==> src/rtl/hostcfg_pcrst.sv <==
module hostcfg_pcrst #(
  parameter int ADDR_W = 19,
  parameter int BANK_W = 17,
  parameter int WIN_W  = 20,
  parameter logic [BANK_W-1:0] OFS_RST_REL = 17'h1FFF5,
  parameter logic [BANK_W-1:0] OFS_CFG     = 17'h1FFF7,
  parameter logic [BANK_W-1:0] OFS_CTRL    = 17'h1FFFD,
  parameter int CTRL_RST_BIT = 2
) (
  input  logic              clk,
  input  logic              rst_n,
  input  logic              pc_mode_strap,
  input  logic              rd_en,
  input  logic [ADDR_W-1:0] rd_addr,
  output logic [7:0]        rdata,
  input  logic              wr_en,
  input  logic [ADDR_W-1:0] wr_addr,
  input  logic [7:0]        wdata,
  output logic              ser_en,
  output logic              par_en,
  output logic              kbd_en,
  output logic              mono_en,
  output logic              color_en,
  output logic              vid_kbd_clk_run,
  output logic              pc_reset,
  output logic              win_en,
  output logic [WIN_W-1:0]  win_base,
  output logic [WIN_W-1:0]  win_last
);
  localparam int SEL_W = ADDR_W - BANK_W;

  function automatic logic hit(input logic [ADDR_W-1:0] a, input logic [BANK_W-1:0] ofs);
    logic [SEL_W-1:0] bank;
    bank = a[ADDR_W-1:BANK_W];
    return (a[BANK_W-1:0] == ofs) && ((bank == '0) || (bank == '1));
  endfunction

  logic [7:0] cfg_q;
  logic       rst_q;

  wire cfg_wr   = wr_en && hit(wr_addr, OFS_CFG);
  wire rst_set  = wr_en && hit(wr_addr, OFS_CTRL) && !wdata[CTRL_RST_BIT];
  wire rst_clr  = rd_en && hit(rd_addr, OFS_RST_REL);

  always_ff @(posedge clk) begin
    if (!rst_n) begin
      cfg_q <= '0;
      rst_q <= 1'b1;
    end else begin
      if (cfg_wr) cfg_q <= wdata;
      if (rst_set)      rst_q <= 1'b1;
      else if (rst_clr) rst_q <= 1'b0;
    end
  end

  assign {ser_en, par_en, kbd_en, mono_en, color_en} =
         {cfg_q[0], cfg_q[1], cfg_q[2], cfg_q[3], cfg_q[4]};
  assign vid_kbd_clk_run = cfg_q[7];
  assign pc_reset        = rst_q;
  assign rdata = (rd_en && hit(rd_addr, OFS_CFG)) ? {pc_mode_strap, cfg_q[6:0]} : 8'h00;

  always_comb begin
    win_en   = 1'b0;
    win_base = '0;
    win_last = '0;
    unique case (cfg_q[6:5])
      2'b01: begin
        win_en = 1'b1; win_base = WIN_W'('hA0000); win_last = WIN_W'('hAFFFF);
      end
      2'b10: begin
        win_en   = 1'b1;
        win_base = pc_mode_strap ? WIN_W'('hD0000) : WIN_W'('hD4000);
        win_last = WIN_W'('hDFFFF);
      end
      2'b11: if (pc_mode_strap) begin
        win_en = 1'b1; win_base = WIN_W'('hE0000); win_last = WIN_W'('hEFFFF);
      end
      default: ;
    endcase
  end
endmodule

==> config.mk <==
export PLATFORM = sky130hd
export DESIGN_NAME = hostcfg_pcrst
export DESIGN_NICKNAME = d
export VERILOG_FILES = /design/src/rtl/hostcfg_pcrst.sv
export SDC_FILE = /design/constraint.sdc
export NUM_CORES = 1
export LEC_CHECK = 0
export ABC_CLOCK_PERIOD_IN_PS = 3400
export BUFFER_PORTS_ARGS = -buffer_cell sky130_fd_sc_hd__buf_2
export CAP_MARGIN = 10
export CORE_MARGIN = 1
export CORE_UTILIZATION = 33
export CTS_BUF_LIST = sky130_fd_sc_hd__clkbuf_16
export DETAILED_ROUTE_END_ITERATION = 10
export PLACE_DENSITY = 0.78
export SLEW_MARGIN = 15
export SYNTH_ARGS = -nofsm -noshare
export SYNTH_HDL_FRONTEND = slang
export SYNTH_SLANG_ARGS = --single-unit
==> constraint.sdc <==
create_clock -name clk -period 3.4 [get_ports clk]
set_input_delay 1.02 -clock clk [delete_from_list [all_inputs] [get_ports clk]]
set_output_delay 1.02 -clock clk [all_outputs]
set_load 0.05 [all_outputs]
==> impl_metrics.yaml <==
setup_path:
  cp_max_fo: 6
  endpoint_kind: "primary output"
  rrSetupSlack_ps: 2620
  r2r-end: "cfg_q[6]$_SDFFE_PN0P_"
  path_class: "input pin to primary output"
  path_cells: "buf_6 > xor2_1 > or4_4 > nor3_4 > and2_1 > buf_6"
  r2r-start: "cfg_q[6]$_SDFFE_PN0P_"
  crit_family: "simple AND/OR/NAND/NOR gates"
  arrival_ps: 2360
  crit_slowest_cell: "or4_4"
  crit_end: "rdata[1]"
  startpoint_type: "input pin"
  cp.required_ps: 2380
  r2r_cells: 2
  cp-startpoint: "rd_addr[18]"
  crit_cells: 6
  cpPeakStageDelay_ps: 510
  worst-path-buf-inv: 2
  crit_top_cell: "buf_6"
global_route:
  track_usage: 0.145
  overflow: 0
  first_global_vias: 761
  grt_pass1_wl_um: 3090
  grt_max_degree: 19
  antenna_found_initial: 0
cells_and_area:
  antenna_cells: 0
  fillerInstances: 248
  layout.nets: 249
  final_core_util: 0.542
  syn_to_final_growth_pct: 50.9
  drive_gt1_frac: 0.534
die:
  io_pins: 107
  num_rows: 18
  fp.dieW_um: 54.6
  die_y_um: 54.6
  start_util: 0.359
  dieArea_um2: 2990
  core_um2: 2540
power:
  cellPowerDensity_nw_per_um2: 280
  power_mw: 0.387
  p_leak_nw: 0.758
  worst_ir_drop_vdd_uv: 309
timing:
  maxSlewViolCount: 0
  slew_headroom: 0.641
  hold_violations: 0
  fin_worst_skew_ps: 0
  whs_ps: 477
  finalCriticalPeriod_ps: 3380
  timing.fmax_mhz: 296
  rsz0062_at_grt: "yes"
  finalSetupTns_ps: 0
  setup_viol: 0
  worstMarginPinSlew_ps: 537
  period_share: 0.993
status:
  status: "finished clean"
cts:
  numClockSinks: 9
  ctsHtreeMaxLevel: 1
  cts_buffer_depth: 2
  cts_made_buffers: 3
  clk_pin_slew_worst_paths_ps: 40
  cts_tree: "built"
  cts_root_buf: "clkbuf_16"
  clk_latency_ps: 230
yosys:
  yosysMostFrequentCell: "buf_4"
  yosysWarnings: 0
  syn_area_um2: 915
  seq_area_frac_synth: 0.197
  synth_edf_count: 0
  postSynthRegisterBits: 9
  synth_common_cells: "35 x buf_4, 14 x nand4_1, 11 x o21ai_0"
  synth_ff_type: "dfxtp_1"
  syn_inst: 120
  synth_top_cell_by_area: "buf_4"
  synthTopCellsByArea: "buf_4 29%, dfxtp_1 20%, nand4_1 9.6%"
  synth_area_per_cell_um2: 7.62
  netlist.area_leader.share: 0.287
  async_flop_share: 0
  synth.distinct_cells: 27
place:
  post-dp-hpwl_um: 1870
  place_congestion: 0.763
  io_buffer_count: 91
drt:
  routed_wl_um: 2370
  drt_first_pass_iters: 4
  viasPerCell: 4.73
  drt_iter0_drc: 15
  ant_nets: 0
  drc: 0
  avgRoutedWirePerCell_um: 10.6
  vias: 1055
worst_hold_path:
  min_path_cells: 2
  hp-class: "register to register"
job:
  cap_violations: 0
-- state kept, by name, indices dropped and copies added, names as in the netlist --
register  flops
cfg_q         8
pc_reset      1
-- stage by stage --
stage	std cells	setup slack [ps]	area [um^2]
after global routing	223	-28.8	1380
after floorplan	134	-250	991
final	223	24.4	1380
after global placement	219	-70.5	1220
after CTS	223	9.36	1330
after detailed placement	219	-85.9	1220
-- cell usage in the layout, fill, tap and decap left out, drive strengths merged, types with 5 or more instances in the layout --
| cell | netlist | routed |
|---|---|---|
| a21oi | 8 | 8 |
| and2 | 7 | 7 |
| buf | 35 | 92 |
| conb | 1 | 15 |
| dfxtp | 9 | 9 |
| inv | 4 | 5 |
| nand4 | 14 | 14 |
| o21ai | 11 | 11 |
-- repair_timing --
| action | CTS | global route |
|---|---|---|
| resized for setup | 10 | 11 |
| buffers inserted | 0 | 0 |
| endpoints found under the setup margin | 8 | 8 |
| pin swaps | 1 | 1 |
| hold buffers | 0 | 0 |
-- power by group --
part / internal [mW] / switching, mW
logic: 0.0246 / 0.0527
registers: 0.106 / 0.000000233
clock network: 0.154 / 0.0498
-- worst min-delay path by stage --
stage,start,endpoint,slack (ps)
final,cfg_q[7]$_SDFFE_PN0P_,cfg_q[7]$_SDFFE_PN0P_,480
after global routing,cfg_q[7]$_SDFFE_PN0P_,cfg_q[7]$_SDFFE_PN0P_,510
after CTS,cfg_q[7]$_SDFFE_PN0P_,cfg_q[7]$_SDFFE_PN0P_,480
after detailed placement,cfg_q[7]$_SDFFE_PN0P_,cfg_q[7]$_SDFFE_PN0P_,470
after global placement,cfg_q[7]$_SDFFE_PN0P_,cfg_q[7]$_SDFFE_PN0P_,470
after floorplan,cfg_q[5]$_SDFFE_PN0P_,cfg_q[5]$_SDFFE_PN0P_,500
-- tightest hold or removal path: cells and delay by family (launching register included) --
family	cells	cell delay, ps
compound gates	2	130
flops	1	300
-- layer usage --
metal  vias up  track usage  part of all wire
met1       450        0.156              0.39
met3         2       0.0306              0.13
met5         -            0                 0
met2        83        0.261              0.48
li1        520            -                 -
met4         0       0.0769            0.0059
-- cells by family after synthesis --
family,count (synthesis),share of synthesized area
AOI/OAI and AO/OA,20,0.112
other,1,0.00410
xor gates and xnor gates,2,0.0192
and+or+nand+nor,43,0.301
buffers and inverters,41,0.312
adders and majority gates,4,0.0547
DFF,9,0.197
-- area by class of cell --
| cell class | count | area [um^2] | share of cell area |
|---|---|---|---|
| timing repair buffer | 92 | 523 | 0.379 |
| sequential | 9 | 180 | 0.131 |
| multi-input combinational | 84 | 546 | 0.395 |
| clock buffer | 3 | 75.1 | 0.0544 |
| clock inverter | 1 | 3.75 | 0.00272 |
| inverter | 4 | 15.0 | 0.0109 |
| tap | 30 | 37.5 | 0.0272 |
(Power assumes the default switching activity.)
